File: config.mk
export PLATFORM = sky130hd
export DESIGN_NAME = svl_unit
export DESIGN_NICKNAME = d
export VERILOG_FILES = /design/src/rtl/svl_pkg.sv /design/src/rtl/svl_decode.sv /design/src/rtl/svl_len_calc.sv /design/src/rtl/svl_state_merge.sv /design/src/rtl/svl_unit.sv
export SDC_FILE = /design/constraint.sdc
export NUM_CORES = 1
export LEC_CHECK = 0
export BUFFER_PORTS_ARGS = -buffer_cell sky130_fd_sc_hd__buf_4
export CORE_AREA = 8 8 133 135
export CTS_CLUSTER_SIZE = 30
export DETAILED_ROUTE_END_ITERATION = 6
export DIE_AREA = 0 0 141 143
export GPL_TIMING_DRIVEN = 0
export PLACE_DENSITY = 0.68
export SLEW_MARGIN = 20
export SYNTH_ARGS = -nofsm -noshare
export SYNTH_HDL_FRONTEND = slang
export SYNTH_SLANG_ARGS = --single-unit
File: constraint.sdc
create_clock -name clk -period 2.2 [get_ports clk]
set_clock_uncertainty 0.1 [all_clocks]
set_input_delay 0.44 -clock clk [delete_from_list [all_inputs] [get_ports clk]]
set_output_delay 0.44 -clock clk [all_outputs]
set_load 0.02 [all_outputs]
File: src/rtl/svl_pkg.sv
package svl_pkg;
  localparam int STATE_W     = 64;
  localparam int INST_W      = 32;
  localparam int LEN_W       = 7;
  localparam int REG_W       = 5;

  localparam int MAXVL_LSB   = 57;
  localparam int VL_LSB      = 50;
  localparam int STEP_HI     = 49;
  localparam int STEP_LO     = 32;
  localparam int RMPST_BIT   = 1;
  localparam int VFIRST_BIT  = 0;

  localparam int RT_LSB      = 21;
  localparam int RA_LSB      = 16;
  localparam int IMM_LSB     = 9;
  localparam int SETMAX_BIT  = 8;
  localparam int SETLEN_BIT  = 7;
  localparam int VMODE_BIT   = 6;

  typedef struct packed {
    logic [REG_W-1:0] rt;
    logic [REG_W-1:0] ra;
    logic [LEN_W-1:0] imm;
    logic             set_max;
    logic             set_len;
    logic             vmode;
  } svl_fields_t;
endpackage

File: src/rtl/svl_decode.sv
module svl_decode
  import svl_pkg::*;
(
  input  logic [INST_W-1:0] inst,
  output svl_fields_t       fields
);
  always_comb begin
    fields.rt      = inst[RT_LSB +: REG_W];
    fields.ra      = inst[RA_LSB +: REG_W];
    fields.imm     = inst[IMM_LSB +: LEN_W];
    fields.set_max = inst[SETMAX_BIT];
    fields.set_len = inst[SETLEN_BIT];
    fields.vmode   = inst[VMODE_BIT];
  end
endmodule

File: src/rtl/svl_len_calc.sv
module svl_len_calc
  import svl_pkg::*;
#(
  parameter int XLEN      = 64,
  parameter int LEN_LIMIT = 64
) (
  input  svl_fields_t      fields,
  input  logic [XLEN-1:0]  ra_val,
  input  logic [XLEN-1:0]  ctr_val,
  input  logic [LEN_W-1:0] cur_maxvl,
  input  logic [LEN_W-1:0] cur_vl,
  output logic [LEN_W-1:0] new_maxvl,
  output logic [LEN_W-1:0] new_vl,
  output logic             len_upd,
  output logic             illegal
);
  localparam logic [LEN_W-1:0] LIMIT_V = LEN_W'(LEN_LIMIT);

  logic [XLEN-1:0]  request;
  logic [LEN_W-1:0] req_clamp;
  logic [LEN_W-1:0] old_clamp;

  always_comb begin
    if (fields.ra != '0)       request = ra_val;
    else if (fields.set_max)   request = XLEN'(fields.imm);
    else                       request = ctr_val;
  end

  assign new_maxvl = fields.set_max ? fields.imm : cur_maxvl;
  assign req_clamp = (request < XLEN'(new_maxvl)) ? request[LEN_W-1:0] : new_maxvl;
  assign old_clamp = (cur_vl < new_maxvl) ? cur_vl : new_maxvl;
  assign len_upd   = fields.set_max | fields.set_len;

  always_comb begin
    if (fields.set_len)      new_vl = req_clamp;
    else if (fields.set_max) new_vl = old_clamp;
    else                     new_vl = cur_vl;
  end

  assign illegal = (fields.set_max && (new_maxvl > LIMIT_V)) ||
                   (len_upd && (new_vl > LIMIT_V));
endmodule

File: src/rtl/svl_state_merge.sv
module svl_state_merge
  import svl_pkg::*;
(
  input  logic [STATE_W-1:0] cur_state,
  input  logic [LEN_W-1:0]   new_maxvl,
  input  logic [LEN_W-1:0]   new_vl,
  input  logic               len_upd,
  input  logic               vmode,
  input  logic               illegal,
  output logic [STATE_W-1:0] next_state
);
  always_comb begin
    next_state = cur_state;
    if (!illegal) begin
      if (len_upd) begin
        next_state[MAXVL_LSB +: LEN_W] = new_maxvl;
        next_state[VL_LSB +: LEN_W]    = new_vl;
        next_state[STEP_HI:STEP_LO]    = '0;
        next_state[RMPST_BIT]          = 1'b0;
      end
      next_state[VFIRST_BIT] = vmode;
    end
  end
endmodule

File: src/rtl/svl_unit.sv
module svl_unit
  import svl_pkg::*;
#(
  parameter int XLEN      = 64,
  parameter int LEN_LIMIT = 64
) (
  input  logic               clk,
  input  logic               rst_n,
  input  logic               in_valid,
  output logic               in_ready,
  input  logic [INST_W-1:0]  in_inst,
  input  logic [XLEN-1:0]    in_ra_val,
  input  logic [XLEN-1:0]    in_ctr_val,
  input  logic [STATE_W-1:0] in_state,
  output logic               out_valid,
  input  logic               out_ready,
  output logic [STATE_W-1:0] out_state,
  output logic [XLEN-1:0]    out_result,
  output logic               out_result_we,
  output logic               out_illegal
);
  localparam int PAD_W = XLEN - LEN_W;

  svl_fields_t        fields;
  logic [LEN_W-1:0]   new_maxvl;
  logic [LEN_W-1:0]   new_vl;
  logic               len_upd;
  logic               illegal;
  logic [STATE_W-1:0] next_state;

  svl_decode u_decode (
    .inst   (in_inst),
    .fields (fields)
  );

  svl_len_calc #(.XLEN(XLEN), .LEN_LIMIT(LEN_LIMIT)) u_len (
    .fields    (fields),
    .ra_val    (in_ra_val),
    .ctr_val   (in_ctr_val),
    .cur_maxvl (in_state[MAXVL_LSB +: LEN_W]),
    .cur_vl    (in_state[VL_LSB +: LEN_W]),
    .new_maxvl (new_maxvl),
    .new_vl    (new_vl),
    .len_upd   (len_upd),
    .illegal   (illegal)
  );

  svl_state_merge u_merge (
    .cur_state  (in_state),
    .new_maxvl  (new_maxvl),
    .new_vl     (new_vl),
    .len_upd    (len_upd),
    .vmode      (fields.vmode),
    .illegal    (illegal),
    .next_state (next_state)
  );

  assign in_ready = !out_valid || out_ready;

  always_ff @(posedge clk or negedge rst_n) begin
    if (!rst_n) begin
      out_valid     <= 1'b0;
      out_state     <= '0;
      out_result    <= '0;
      out_result_we <= 1'b0;
      out_illegal   <= 1'b0;
    end else if (in_ready) begin
      out_valid <= in_valid;
      if (in_valid) begin
        out_state     <= next_state;
        out_result    <= {{PAD_W{1'b0}}, new_vl};
        out_result_we <= (fields.rt != '0) && !illegal;
        out_illegal   <= illegal;
      end
    end
  end
endmodule

==> flow_metrics.tcl, run 1 <==
set metrics [dict create \
    met2_usage_pct 33.1 \
    nNetsFinal 1164 \
    synthSimpleGateAreaFrac_pct 23.1 \
    drc 0 \
    drv_cap 0 \
    place_inst 1089 \
    start_util_pct 29.8 \
    final_max_slew_viol_count 0 \
    grt_use_total_pct 19.9 \
    worst-path-max-fanout 5 \
    ys_ff_latch 74 \
    cts_max_level 3 \
    setup_viol 43 \
    drt-pass1-iter-count 4 \
    vias 5364 \
    synthTopCellsByArea "dfrtp_1 (40%), nand2_1 (11%), buf_4 (9.4%)" \
    fin_crit_ns 4.14 \
    r2r_slack_ns 0.04 \
    hold_class "primary input to asynchronous set/reset pin" \
    wl_per_cell_um 18.6 \
    crit_top_cell "buf_6" \
    synth_top_family_by_area "simple AND/OR/NAND/NOR gates" \
    wl_mm 21.3 \
    setup-tns-final_ns -72.65 \
    tightest_slew_ns 1.13 \
    synth_fa_ha_area_share_pct 3.23 \
    muxShareOfSynthArea_pct 4.39 \
    io-pin-count 360 \
    path_clk_slew_ns 0.06 \
    p_per_area_nw_per_um2 610 \
    irDropWorstVdd_uv 445 \
    path_cells "buf_6 -> or4_4 -> or2_1 -> buf_6 -> buf_12 -> nand2_4 -> o21ai_4 -> ha_2 -> nor3_2 -> o2111ai_2 -> a32o_2 -> buf_6 -> o41ai_4 -> o22ai_2 -> o41ai_4 -> buf_6 -> a31oi_4 -> a221o_1" \
    drive_gt1_share_pct 51.7 \
    leakagePower_nw 4.28 \
    fin_ws_ns -1.94 \
    synth-xor-area-share_pct 0 \
    cp.required_ns 2.32 \
    stdcell_count 1145 \
    drt-initial-drc-count 279 \
    met1_usage_pct 24.2 \
    dieWidth_um 141 \
    synth_top_area_share_pct 39.8 \
    synth_edf_count 0 \
    use_met3_pct 6.94 \
    synth.distinct_cells 60 \
    worst_setup_path_end_kind "register" \
    port_buffers 289 \
    final_hold_viol_count 0 \
    syn_inst 528 \
    area_growth_pct 81.6 \
    syn_area_per_cell_um2 8.81 \
    cts-root-buf "clkbuf_16" \
    path_buf_inv 5 \
    yosysWarnings 0 \
    antenna_found_initial 0 \
    gr-total-overflow 0 \
    path_class "primary input to register" \
    grt_busiest_layer "met2" \
    max-slew-margin-rel_pct 24.2 \
    max_freq_ghz 0.242 \
    period_share_pct 188 \
    rsz0062_at_grt "true" \
    crit_path_start_kind "primary input" \
    ys_seq_area_share_pct 39.8 \
    max_stage_delay_ns 0.55 \
    hpwl_mm 16.8 \
    cts_max_path_buffers 2 \
    grt_max_degree 75 \
    grt_pass1_wl_mm 31.1 \
    rows 46 \
    clock_latency_ns 0.34 \
    antenna_cells 0 \
    cts_tree "done" \
    syn_area_um2 4650 \
    n_fill_cell 1437 \
    die_h_um 143 \
    synth-compound-area-share_pct 17.5 \
    core_region_area_um2 15600 \
    synthArstFlopShare_pct 100 \
    viasPerCell 4.68 \
    ant_nets 0 \
    status "complete, but fails checks" \
    violations "setup timing" \
    cts_buffers 9 \
    grt_pass1_vias 5428 \
    clkSinkCount 74 \
    synth_area_leader_cell "dfrtp_1" \
    die_area_um2 20200 \
    cp_slowest_cell "or4_4" \
    cpLargestDelayFamily "compound AO/OA/AOI/OAI gates" \
    arrival_ns 4.26 \
    gp_congestion 0.885 \
    ys.flop_type "dfrtp_1" \
]
==> what timing repair did <==
item,CTS,global route
setup buffers,24,15
hold buffers,0,0
pin swaps,33,39
gates resized for setup,50,42
gates cloned,1,2
setup endpoints to repair,43,43
==> metal layers <==
metal,vias up,wire length [um]
met4,0,282
li1,2604,-
met5,-,0
met3,23,1750
met1,2502,8870
met2,235,10400
==> flip-flops by register name, summed over array words and instances, names as in the netlist <==
register / count
out_state: 64
out_valid: 1
out_illegal: 1
out_result_we: 1
out_result: 7
==> kinds of logic after synthesis <==
logic type,count (synthesis)
flip-flops,74
other,1
adder cells (fa/ha/maj),12
buffers and inverters,84
multiplexers,20
AND/OR/NAND/NOR,230
AO/OA/AOI/OAI,107
==> per-stage QoR <==
stage	instance area (um2)	utilization [%]	hold slack, ns	power (mW)	setup slack [ns]
global placement	7340	47.1	0.357	3.42	-2.51
detailed placement	7340	47.1	0.361	3.44	-2.53
finish	8440	54.1	0.147	5.15	-1.94
CTS	8100	51.9	0.177	5.06	-1.77
global route	8440	54.1	0.189	5.42	-2.02
floorplan	4900	-	0.0444	2.58	-1.94
==> final timing paths <==
| kind | from | endpoint | cells after the start |
|---|---|---|---|
| max | in_inst[16] | out_state[57]$_DFFE_PN0P_ | 18 |
| min | rst_n | out_state[18]$_DFFE_PN0P_ | 1 |
| max reg2reg | out_valid$_DFFE_PN0N_ | out_state[56]$_DFFE_PN0P_ | 6 |
| min reg2reg | out_state[3]$_DFFE_PN0P_ | out_state[3]$_DFFE_PN0P_ | 2 |
| max in group asynchronous | rst_n | out_state[52]$_DFFE_PN0P_ | 1 |
| min in group clk | in_state[2] | out_state[2]$_DFFE_PN0P_ | 3 |
==> report_power, final <==
group          internal (mW)  switching (mW)  leakage, nW
sequential              1.56           0.112        0.912
combinational          0.934            1.05         3.23
clock                  0.908           0.582        0.141
total                   3.40            1.75         4.28
==> final cells by class <==
type	instances	area [um2]	share of cell area (%)
inverters	4	15.0	0.178
flip-flops and latches	74	1850	21.9
plain buffers	80	561	6.64
repair buffers	329	2560	30.4
clock inverters	6	66.3	0.785
clock buffers	10	239	2.83
multi-input cells	426	2880	34.1
well taps	216	270	3.20
==> synthesized netlist by cell type, types with 2 or more instances <==
master / instances
mux2i_1: 17
a22o_1: 20
and2_1: 2
nand4_1: 13
o311ai_1: 2
buf_1: 5
o211ai_1: 8
inv_1: 4
a31o_1: 4
nor3_1: 7
o41ai_2: 2
buf_6: 2
o22a_1: 2
dfrtp_1: 74
o21ai_1: 12
or4_1: 4
o21ai_0: 10
buf_2: 3
o22ai_1: 2
ha_1: 12
a21oi_1: 22
nand3_1: 12
o221ai_1: 2
nand2_1: 134
mux2_2: 3
o21a_1: 2
nor2_1: 16
nand2b_1: 3
buf_4: 58
clkbuf_1: 12
a31oi_1: 2
nor4_1: 29
==> layout by cell type, fill, tap and decap left out, types with 5 or more instances in the layout <==
cell type	count
buf_4	371
nand2_1	127
dfrtp_1	74
conb_1	57
nor4_1	27
a22o_1	20
buf_6	16
a21oi_1	14
nand4_1	13
mux2i_1	13
clkbuf_1	12
nor2_1	11
o21ai_1	10
clkbuf_16	9
o211ai_1	8
ha_1	8
nand3_1	7
nor3_1	6
a21oi_2	6
nor2_2	5
nand2_2	5
o21ai_4	5
buf_1	5
No activity file was read; power rests on OpenSTA's default activity.
==> run 2, diff against run 1 <==
- CORE_AREA: 8 8 133 135 -> 8 8 132 134
- DIE_AREA: 0 0 141 143 -> 0 0 140 142
- PLACE_DENSITY: 0.68 -> 0.69
==> run 2 against run 1 <==
Against the previous run: setup slack better by 0.088 ns; critical path depth is 2 lower; combinational power hardly changed; power grew 3.4%; critical path type unchanged; the flow still finishes with violations (setup timing); sequential share of layout area down 0.21 points; design area is 0.98% higher; register-to-register slack better by 0.05 ns; sequential power barely moved; count of clock-buffer cells in the layout increased by 1; first-iteration DRC count down 24%.
==> flow_metrics.tcl, run 2 (synthesized netlist as in run 1, its figures left out) <==
set metrics [dict create \
    vias 5355 \
    io-pin-count 360 \
    hold_class "primary input to asynchronous set/reset pin" \
    final_max_slew_viol_count 0 \
    cts_buffers 9 \
    drv_cap 0 \
    viasPerCell 4.77 \
    reg.largest.list "out_state x64, out_result x7" \
    die_h_um 142 \
    cts_max_path_buffers 2 \
    stdcell_count 1123 \
    clock_latency_ns 0.33 \
    cp_slowest_cell "or4_4" \
    layout_commonest_cell "buf_4" \
    cts-root-buf "clkbuf_16" \
    area_growth_pct 83.3 \
    worst-path-max-fanout 5 \
    seq_area_um2 1850 \
    fin_area_um2 8530 \
    cts_tree "done" \
    top_register "out_state" \
    whs_ns 0.158 \
    path_clk_slew_ns 0.06 \
    place_inst 1065 \
    irDropWorstVdd_uv 456 \
    start_util_pct 30.2 \
    max_stage_delay_ns 0.56 \
    final_core_util_pct 55.3 \
    max_freq_ghz 0.247 \
    drt-pass1-iter-count 5 \
    die_area_um2 19900 \
    n_fill_cell 1421 \
    grt_use_total_pct 20.0 \
    drt-initial-drc-count 212 \
    crit_path_start_kind "primary input" \
    cts_max_level 3 \
    gp_congestion 0.927 \
    grt_pass1_vias 5578 \
    dieWidth_um 140 \
    nNetsFinal 1166 \
    period_share_pct 184 \
    path_class "primary input to register" \
    grt_pass1_wl_mm 31.2 \
    drive_gt1_share_pct 51.6 \
    r2r_end "out_state[50]$_DFFE_PN0P_" \
    clkSinkCount 74 \
    setup_viol 43 \
    core_region_area_um2 15400 \
    cp.required_ns 2.31 \
    path_cells "buf_6 -> or4_4 -> or2_1 -> buf_6 -> buf_12 -> o21ai_4 -> ha_4 -> a21o_1 -> a21oi_4 -> o21ai_4 -> or4_4 -> and2_4 -> o41ai_4 -> buf_6 -> a31oi_4 -> a221o_1" \
    fin_ws_ns -1.85 \
    r2r_slack_ns 0.09 \
    multi_input_area_um2 2930 \
    largest_register_ffs 64 \
    dpl_cell_area_um2 7310 \
    max-slew-margin-rel_pct 14.0 \
    wl_mm 21.1 \
    arrival_ns 4.16 \
    r2r_cells 6 \
    worst_setup_path_end_kind "register" \
    holdBufCountCts 0 \
    antenna_cells 0 \
    port_buffers 289 \
    wl_per_cell_um 18.8 \
    ant_nets 0 \
    grt_max_degree 75 \
    antenna_found_initial 0 \
    status "complete, but fails checks" \
    fin_crit_ns 4.05 \
    drc 0 \
    violations "setup timing" \
    tightest_slew_ns 1.28 \
    crit_top_cell "buf_6" \
    rsz0062_at_grt "true" \
    rows 46 \
    r2r_start "out_valid$_DFFE_PN0N_" \
    leakagePower_nw 4.32 \
    final_cell_mix "buf_4 (369), nand2_1 (127), dfrtp_1 (74), conb_1 (57), nor4_1 (28)" \
    p_per_area_nw_per_um2 625 \
    hpwl_mm 16.7 \
    final_hold_viol_count 0 \
    gr-total-overflow 0 \
]
-- run 2: cell types whose count changed in the layout (fill, tap and decap cells not counted), sizes merged --
cell / before / now
clkinvlp: 3 / 1
bufinv: 1 / 3
buf: 396 / 399
clkinv: 2 / 1
-- run 2: area by class of cell --
class                           instances  area share (%)
Inverter                                4           0.176
Multi-Input combinational cell        426            34.3
Sequential cell                        74            21.7
Clock inverter                          5            1.20
Timing Repair Buffer                  331            30.5
Tap cell                              192            2.82
Buffer                                 80            6.57
Clock buffer                           11            2.73
-- run 2: stage by stage --
step	worst slack, ns	setup TNS [ns]	power (mW)
6_report	-1.85	-72.75	5.33
3_3_place_gp	-2.59	-96.56	3.42
3_5_place_dp	-2.59	-97.52	3.44
2_1_floorplan	-1.94	-65.70	2.58
4_1_cts	-1.78	-67.13	5.29
5_1_grt	-1.98	-77.42	5.60
-- run 2: how the worst max path moves through the flow --
stage / start / endpoint / slack, ns / cells after the start
after floorplan: in_inst[20] / out_state[57]$_DFFE_PN0P_ / -1.94 / 15
after global placement: in_inst[8] / out_state[40]$_DFFE_PN0P_ / -2.59 / 15
after detailed placement: in_inst[8] / out_state[49]$_DFFE_PN0P_ / -2.59 / 15
after CTS: in_inst[16] / out_state[57]$_DFFE_PN0P_ / -1.78 / 17
after global routing: in_inst[20] / out_state[57]$_DFFE_PN0P_ / -1.98 / 18
final: in_inst[20] / out_state[57]$_DFFE_PN0P_ / -1.85 / 16
-- run 2: worst max-delay path, delay by kind of cell --
| family | cells | cell delay (ns) |
|---|---|---|
| AND/OR/NAND/NOR | 4 | 1.55 |
| AO/OA/AOI/OAI | 7 | 1.38 |
| buffers and inverters | 4 | 0.55 |
| adder cells (fa/ha/maj) | 1 | 0.24 |
-- run 2: repair_timing --
| action | 4_1_cts | 5_1_grt |
|---|---|---|
| buffers inserted | 30 | 11 |
| pin swaps | 49 | 24 |
| cloned | 1 | 2 |
| setup endpoints to repair | 43 | 43 |
| gates resized for setup | 77 | 28 |
-- run 2: layer usage --
layer | track usage [%] | wire [um]
met1 | 24.2 | 8650
met2 | 33.4 | 10000
met3 | 7.11 | 1920
met4 | 5.03 | 436
met5 | 0 | 0
-- run 2: where the power goes --
| part | internal, mW | total (mW) | switching (mW) |
|---|---|---|---|
| Sequential | 1.56 | 1.67 | 0.112 |
| Combinational | 0.946 | 2.00 | 1.06 |
| Clock | 1.11 | 1.65 | 0.547 |
| Total | 3.62 | 5.33 | 1.71 |
